## src/rtl/rfp_pkg.sv

```systemverilog
package rfp_pkg;

    typedef enum logic [1:0] {
        RS_IDLE   = 2'd0,
        RS_ACTIVE = 2'd1,
        RS_PAUSED = 2'd2
    } rf_state_e;

    typedef struct packed {
        logic last;   // elapsed count is on its final cycle
        logic slot;   // elapsed count is one before a row boundary
    } rf_progress_t;

    typedef struct packed {
        logic have;   // at least one obligation outstanding
        logic full;   // backlog at its limit
    } rf_backlog_t;

    function automatic int quantum_of(input int rfc, input int rows);
        return rfc / rows;
    endfunction

    function automatic int width_of(input int n);
        return (n <= 2) ? 1 : $clog2(n);
    endfunction

endpackage

```

## src/rtl/rfp_interval_ctr.sv

```systemverilog
module rfp_interval_ctr #(
    parameter int REFI_CYCLES = 3120
) (
    input  logic clk,
    input  logic rst,
    input  logic tick,
    output logic expire
);
    import rfp_pkg::*;

    localparam int IW = width_of(REFI_CYCLES);

    logic [IW-1:0] cnt;
    logic          at_end;

    assign at_end = (cnt == IW'(REFI_CYCLES - 1));
    assign expire = tick && at_end;

    always_ff @(posedge clk) begin
        if (rst) begin
            cnt <= '0;
        end else if (tick) begin
            if (at_end) cnt <= '0;
            else        cnt <= cnt + 1'b1;
        end
    end
endmodule

```

## src/rtl/rfp_obligation_ctr.sv

```systemverilog
module rfp_obligation_ctr #(
    parameter int MAX_PENDING = 8
) (
    input  logic                                clk,
    input  logic                                rst,
    input  logic                                expire,
    input  logic                                done,
    output logic [$clog2(MAX_PENDING+1)-1:0]    pend,
    output rfp_pkg::rf_backlog_t                blog,
    output logic                                overflow
);
    localparam int PW = $clog2(MAX_PENDING + 1);

    logic up;

    assign blog.full = (pend == PW'(MAX_PENDING));
    assign blog.have = (pend != '0);
    // a completion in the same cycle frees one slot for the new interval
    assign up = expire && (!blog.full || done);

    always_ff @(posedge clk) begin
        if (rst) begin
            pend     <= '0;
            overflow <= 1'b0;
        end else begin
            if (up && !done)      pend <= pend + 1'b1;
            else if (!up && done) pend <= pend - 1'b1;
            if (expire && blog.full && !done) overflow <= 1'b1;
        end
    end
endmodule

```

## src/rtl/rfp_elapsed_timer.sv

```systemverilog
module rfp_elapsed_timer #(
    parameter int RFC_CYCLES = 280,
    parameter int ROWS       = 8
) (
    input  logic                  clk,
    input  logic                  rst,
    input  logic                  step,
    output rfp_pkg::rf_progress_t prog
);
    import rfp_pkg::*;

    localparam int EW = width_of(RFC_CYCLES);
    localparam int Q  = quantum_of(RFC_CYCLES, ROWS);

    logic [EW-1:0]   elapsed;
    logic [ROWS-1:0] hit;

    assign hit[0] = 1'b0;
    generate
        for (genvar k = 1; k < ROWS; k++) begin : g_slot
            assign hit[k] = (elapsed == EW'(k * Q - 1));
        end
    endgenerate

    assign prog.slot = |hit;
    assign prog.last = (elapsed == EW'(RFC_CYCLES - 1));

    always_ff @(posedge clk) begin
        if (rst) begin
            elapsed <= '0;
        end else if (step) begin
            if (prog.last) elapsed <= '0;
            else           elapsed <= elapsed + 1'b1;
        end
    end
endmodule

```

## src/rtl/rfp_ctrl.sv

```systemverilog
module rfp_ctrl (
    input  logic                  clk,
    input  logic                  rst,
    input  logic                  tick,
    input  logic                  rd_pend,
    input  logic                  rank_idle,
    input  rfp_pkg::rf_backlog_t  blog,
    input  rfp_pkg::rf_progress_t prog,
    output logic                  step,
    output logic                  done,
    output rfp_pkg::rf_state_e    state
);
    import rfp_pkg::*;

    rf_state_e nxt;
    logic      go;

    // permission to occupy the rank: quiet rank, or backlog at its limit
    assign go   = (rank_idle && !rd_pend) || blog.full;
    assign step = tick && (state == RS_ACTIVE);
    assign done = step && prog.last;

    always_comb begin
        nxt = state;
        if (tick) begin
            unique case (state)
                RS_IDLE:   if (blog.have && go) nxt = RS_ACTIVE;
                RS_ACTIVE: begin
                    if (prog.last)
                        nxt = RS_IDLE;
                    else if (rd_pend && !blog.full && prog.slot)
                        nxt = RS_PAUSED;
                end
                RS_PAUSED: if (go) nxt = RS_ACTIVE;
                default:   nxt = RS_IDLE;
            endcase
        end
    end

    always_ff @(posedge clk) begin
        if (rst) state <= RS_IDLE;
        else     state <= nxt;
    end
endmodule

```

## src/rtl/refresh_pause_sched.sv

```systemverilog
module refresh_pause_sched #(
    parameter int REFI_CYCLES = 3120,
    parameter int RFC_CYCLES  = 280,
    parameter int ROWS        = 8,
    parameter int MAX_PENDING = 8
) (
    input  logic                             clk,
    input  logic                             rst,
    input  logic                             tick,
    input  logic                             rd_pend,
    input  logic                             rank_idle,
    output logic                             ref_en,
    output logic                             ref_paused,
    output logic                             ref_forced,
    output logic [$clog2(MAX_PENDING+1)-1:0] pend_cnt,
    output logic                             overflow_err
);
    import rfp_pkg::*;

    logic         expire;
    logic         step;
    logic         done;
    rf_backlog_t  blog;
    rf_progress_t prog;
    rf_state_e    state;

    rfp_interval_ctr #(.REFI_CYCLES(REFI_CYCLES)) u_ivl (
        .clk    (clk),
        .rst    (rst),
        .tick   (tick),
        .expire (expire)
    );

    rfp_obligation_ctr #(.MAX_PENDING(MAX_PENDING)) u_obl (
        .clk      (clk),
        .rst      (rst),
        .expire   (expire),
        .done     (done),
        .pend     (pend_cnt),
        .blog     (blog),
        .overflow (overflow_err)
    );

    rfp_elapsed_timer #(.RFC_CYCLES(RFC_CYCLES), .ROWS(ROWS)) u_tmr (
        .clk  (clk),
        .rst  (rst),
        .step (step),
        .prog (prog)
    );

    rfp_ctrl u_ctl (
        .clk       (clk),
        .rst       (rst),
        .tick      (tick),
        .rd_pend   (rd_pend),
        .rank_idle (rank_idle),
        .blog      (blog),
        .prog      (prog),
        .step      (step),
        .done      (done),
        .state     (state)
    );

    assign ref_en     = (state == RS_ACTIVE);
    assign ref_paused = (state == RS_PAUSED);
    assign ref_forced = ref_en && blog.full;
endmodule

```

## config.mk

```make
export PLATFORM = sky130hd
export DESIGN_NAME = refresh_pause_sched
export DESIGN_NICKNAME = d
export VERILOG_FILES = /design/src/rtl/rfp_pkg.sv /design/src/rtl/rfp_interval_ctr.sv /design/src/rtl/rfp_obligation_ctr.sv /design/src/rtl/rfp_elapsed_timer.sv /design/src/rtl/rfp_ctrl.sv /design/src/rtl/refresh_pause_sched.sv
export SDC_FILE = /design/constraint.sdc
export NUM_CORES = 1
export LEC_CHECK = 0
export ABC_AREA = 1
export BUFFER_PORTS_ARGS = -buffer_cell sky130_fd_sc_hd__buf_2
export CORE_MARGIN = 2
export CORE_UTILIZATION = 50
export DETAILED_ROUTE_END_ITERATION = 10
export MAX_ROUTING_LAYER = met4
export PLACE_DENSITY = 0.78
export SETUP_SLACK_MARGIN = 0.5
export SYNTH_ARGS = -nofsm -noshare
export SYNTH_HDL_FRONTEND = slang
export SYNTH_HIERARCHICAL = 1
export SYNTH_SLANG_ARGS = --single-unit
```

## constraint.sdc

```tcl
create_clock -name clk -period 3.6 [get_ports clk]
set_input_delay 0.54 -clock clk [delete_from_list [all_inputs] [get_ports clk]]
set_output_delay 0.54 -clock clk [all_outputs]
set_load 0.1 [all_outputs]
```

; After elaboration in Yosys (flattened, before gate mapping)
; Index checks and enable logic that the tools add are counted.
[totals]
ff_bits = 28
[classes]
add_sub_neg = 4
n_eq_ne = 15
n_mux = 9
reduce_logical = 24
[op_table]
columns = cell, count
row1 = 9-bit by 8-bit == test with 1-bit output (second input constant), 4
row2 = 9-bit by 7-bit == test with 1-bit output (second input constant), 2
row3 = 1-bit logical AND, 13
row4 = 12-bit by 1-bit adder with 12-bit output (second input constant), 1
row5 = 12-bit == test (second input constant), 1
row6 = 12-bit two-way mux, 1
row7 = 9-bit by 1-bit adder with 9-bit output (second input constant), 1
row8 = 9-bit by 6-bit == test with 1-bit output (second input constant), 1
row9 = 9-bit == test (second input constant), 1
row10 = 9-bit two-way mux, 1
row11 = 2-bit two-way mux, 4
row12 = 4-bit two-way mux, 2
row13 = 7-bit OR reduction, 1
row14 = 2-bit one-hot mux with 3 select lines, 1
row15 = 4-bit by 1-bit adder with 4-bit output (second input constant), 1
row16 = 4-bit == test (second input constant), 1
row17 = 1-bit logical NOT, 4
row18 = 2-bit by 1-bit != test with 1-bit output (second input constant), 2
row19 = 4-bit AND reduction, 1
row20 = 4-bit nonzero test, 1
row21 = 4-bit by 1-bit subtractor with 4-bit output (second input constant), 1
row22 = 3-bit by 1-bit != test with 1-bit output (second input constant), 1
row23 = 2-bit by 1-bit == test with 1-bit output (second input constant), 1
row24 = 2-bit == test (second input constant), 1
row25 = other kinds (3), 4

; Logic depth before layout (Yosys ltp)
[logic_depth]
ltp_word = 9
ltp_mapped = 19

; By module
; The synthesis kept the hierarchy.
[by_module_without_submodules]
columns = module, instances, cells_per_inst, area_per_inst_um2, seq_area_each_um2
row1 = rfp_interval_ctr, 1, 98, 694.4, 240.2
row2 = rfp_elapsed_timer, 1, 106, 668.1, 180.2
row3 = rfp_obligation_ctr, 1, 48, 332.8, 100.1
row4 = rfp_ctrl, 1, 32, 173.9, 40.0
row5 = refresh_pause_sched, 1, 6, 27.5, 0.0

; Least setup slack after synthesis
; No wires, ideal clock.
[synth_path]
path_kind = register to output
start = register u_obl.pend[3]
end = output port ref_forced
arrival_time_ns = 2.330
t_required_ns = 3.060
slack_ns = 0.730
path_stages_with_launch = 5
n_path_buf = 0
path_cell_list = dfxtp_1 inv_1 nor4_1 inv_1 nor2_2
[synth_rtl]
columns = item, line
row1 = start: declaration, rfp_obligation_ctr.sv:8  ; output logic [$clog2(MAX_PENDING+1)-1:0] pend,
row2 = start signal: assignment, rfp_obligation_ctr.sv:26  ; if (up && !done) pend <= pend + 1'b1;
row3 = start signal: assignment, rfp_obligation_ctr.sv:27  ; else if (!up && done) pend <= pend - 1'b1;
row4 = end: declaration, refresh_pause_sched.sv:14  ; output logic ref_forced,

==> qor.txt <==
register share of total power - 53.7%
Max Fclk - 363.5 MHz
Total Nets Final - 320
largest cells by area after synthesis - dfxtp_1, nand2_1, nor2_1
WP data arrival - 2.94 ns
Synth top cells by count - nand2_1, nor2_1, inv_1
CTS Sinks - 28
fin crit share - 76.42%
die width - 65.59 um
Final WS setup - 0.8489 ns
WL final - 3650 um
drt initial violations - 77
flops & latches, synth - 28
WS Path Type - reg -> reg
reg2reg end - u_obl/pend[3]
Final Max Slew Viols - 0
fin crit period - 2.751 ns
worst rel slew slack - 67.61%
number of antenna violations at the first check in global routing - 0
GPL Wtd Cong - 0.8221
YS warnings - 6
CTS tree - built
first-pass GRT wire length - 6403 um
die area - 4302 um2
drt drc - 0
synth unique cells - 32
average size of a mapped cell - 6.541 um2
Vias/cell - 4.875
clock share of power - 42.4%
final hold vios - 0
hold path endpoint - u_obl/overflow
pwr dens - 278.8 nW/um2
cell with the most instances after synthesis - nand2_1
share of the synthesized area in the top cell type - 29.55%
switching share of power - 19.94%
DR WL/cell - 10.34 um
Mapped Cells - 290
Skew-Pair Late Insertion Delay - 0.28 ns
Leakage - 0.0009666 uW
switching power - 116.3 uW
Syn Std Cell Area - 1897 um2
hold_sp - u_obl/overflow
clk_skew - 0.01347 ns
Setup-failing EPs final - 0
Comb power frac - 3.8%
clk buf depth - 2
Starting Density - 51.81%
peak supply drop - 0.1413 mV
antenna diode instance count - 0
total core area - 3661 um2
Worst R2R Setup Slack - 0.85 ns
Worst Hold Path Cells - 2
FFs w/ async S/R, synth - 0%
worst-path fanout max - 5
FP Rows - 22
unrepaired setup endpoints after global routing - false
post-route setup TNS - 0 ns
DRT Pass-1 Iters - 4
cells on worst reg2reg path - 17
largest net degree at the start of global routing - 17
kind of start point of the critical path - flop
Hold Path Class - reg -> reg
crit end category - flop
vias in the first global route - 1619
Critical Path RT - 3.79 ns
chip height - 65.59 um
dpl hpwl - 2794 um
run status - finished, final reports clean
Top FF cell, synth - dfxtp_1
dominant cell type by area after synthesis - dfxtp_1
net count after synthesis - 304
Seq/Total Area, Yosys - 29.55%
hold_ws - 0.4617 ns
Post-Place Worst Slack - 0.7689 ns
clock slew at reported path FFs - 0.10 ns
total CTS buffers - 3
Post-synth EDFFs - 0
Overall Power - 583.2 uW
area delta synth->final - 10.29%
gr usage total - 19.24%
clock root buffer - clkbuf_8
Int Pwr - 466.9 uW
vias - 1721
Slew @ Worst Pin - 0.4892 ns
Reg2Reg Launch Point - u_tmr/elapsed[0]
Post-DRT Antenna Nets - 0
port bufs - 12
number of max-cap violations - 0
grt total ovfl - 0
fraction of layout cells with a size suffix above 1 - 15.08%
CTS H-tree lvls - 1
number of I/O pins - 13
metal layers:
| metal | vias to the layer above | global-route usage, % | wire (um) |
|---|---|---|---|
| met5 | - | - | 0 |
| met4 | 0 | 7.813 | 17 |
| met3 | 2 | 2.055 | 68 |
| met2 | 20 | 32.78 | 1720 |
| met1 | 778 | 23.28 | 1843 |
| li1 | 921 | - | - |
power groups by stage:
stage	sequential (uW)	clock, uW	combinational (uW)
6_report	313	247	22.4
4_1_cts	313	254	22.7
3_5_place_dp	320	0	22.5
5_1_grt	314	267	25.3
2_1_floorplan	320	0	15.5
3_3_place_gp	320	0	22.1
worst max-delay path: stages (launching register included):
cell     delay [ns]
dfxtp_1        0.42
ha_1           0.24
nand2_1        0.13
nor4_4         0.32
inv_1          0.07
nor3_1         0.16
inv_1          0.09
nand3_1        0.08
nand2_1        0.05
inv_1          0.06
ha_1           0.16
inv_1          0.10
ha_1           0.31
or2_1          0.23
nand3_1        0.09
nand3_1        0.07
nand2_1        0.06
inv_1          0.04
flip-flops by register name, indices dropped and copies added, names as in the netlist:
register,flops
u_obl/overflow,1
u_ctl/state,2
u_tmr/elapsed,9
u_ivl/cnt,12
u_obl/pend,4
worst max-delay path by stage:
stage / start / to / cells after the start
2_1_floorplan: u_obl/pend[3] / ref_forced / 4
3_3_place_gp: u_tmr/elapsed[0] / u_obl/pend[3] / 17
3_5_place_dp: u_tmr/elapsed[0] / u_obl/pend[2] / 15
4_1_cts: u_tmr/elapsed[0] / u_obl/pend[2] / 15
5_1_grt: u_tmr/elapsed[0] / u_obl/pend[2] / 15
6_report: u_tmr/elapsed[0] / u_obl/pend[3] / 17
what timing repair did:
item,4_1_cts,5_1_grt
gates resized for setup,0,2
hold buffers,0,0
endpoints found under the setup margin,0,2
setup buffers,0,0
cell type report:
class	instances	area [um2]
clock buffer	3	41.29
fill	356	1569
tap	48	60.06
sequential	28	560.5
clock inverter	1	30.03
multi-input combinational	206	1131
timing repair buffer	12	60.06
inverter	55	209.0
placed cells by master (no fill, tap or decap), types with 2 or more instances in the layout:
cell      netlist  final
nor2_2          4      4
or2_1           2      2
nand2_2         8      8
nand3_1        22     22
nand2_1        64     64
inv_1          50     50
buf_2           0     12
xor2_1          7      7
a21oi_1         8      8
inv_2           4      4
ha_1            8      8
nor2_1         51     51
nor2_4          5      5
clkbuf_8        0      3
o21ai_0         3      3
nor3_1          2      2
nand4_1         5      5
nor3_2          3      3
dfxtp_1        28     28
kinds of logic after synthesis:
group	count (synthesis)	synth area share, %
adders and majority gates	9	6.333
muxes	1	0.5277
xor gates and xnor gates	8	3.694
DFF	28	29.55
buffers and inverters	56	11.61
AOI/OAI and AO/OA	16	4.684
and+or+nand+nor	172	43.60
through the flow:
step,instances,util (%),area (um2)
2_1_floorplan,290,-,1897
3_3_place_gp,349,54.78,2006
3_5_place_dp,349,54.78,2006
4_1_cts,353,56.73,2077
5_1_grt,353,57.14,2092
6_report,353,57.14,2092
(Power assumes the default switching activity.)
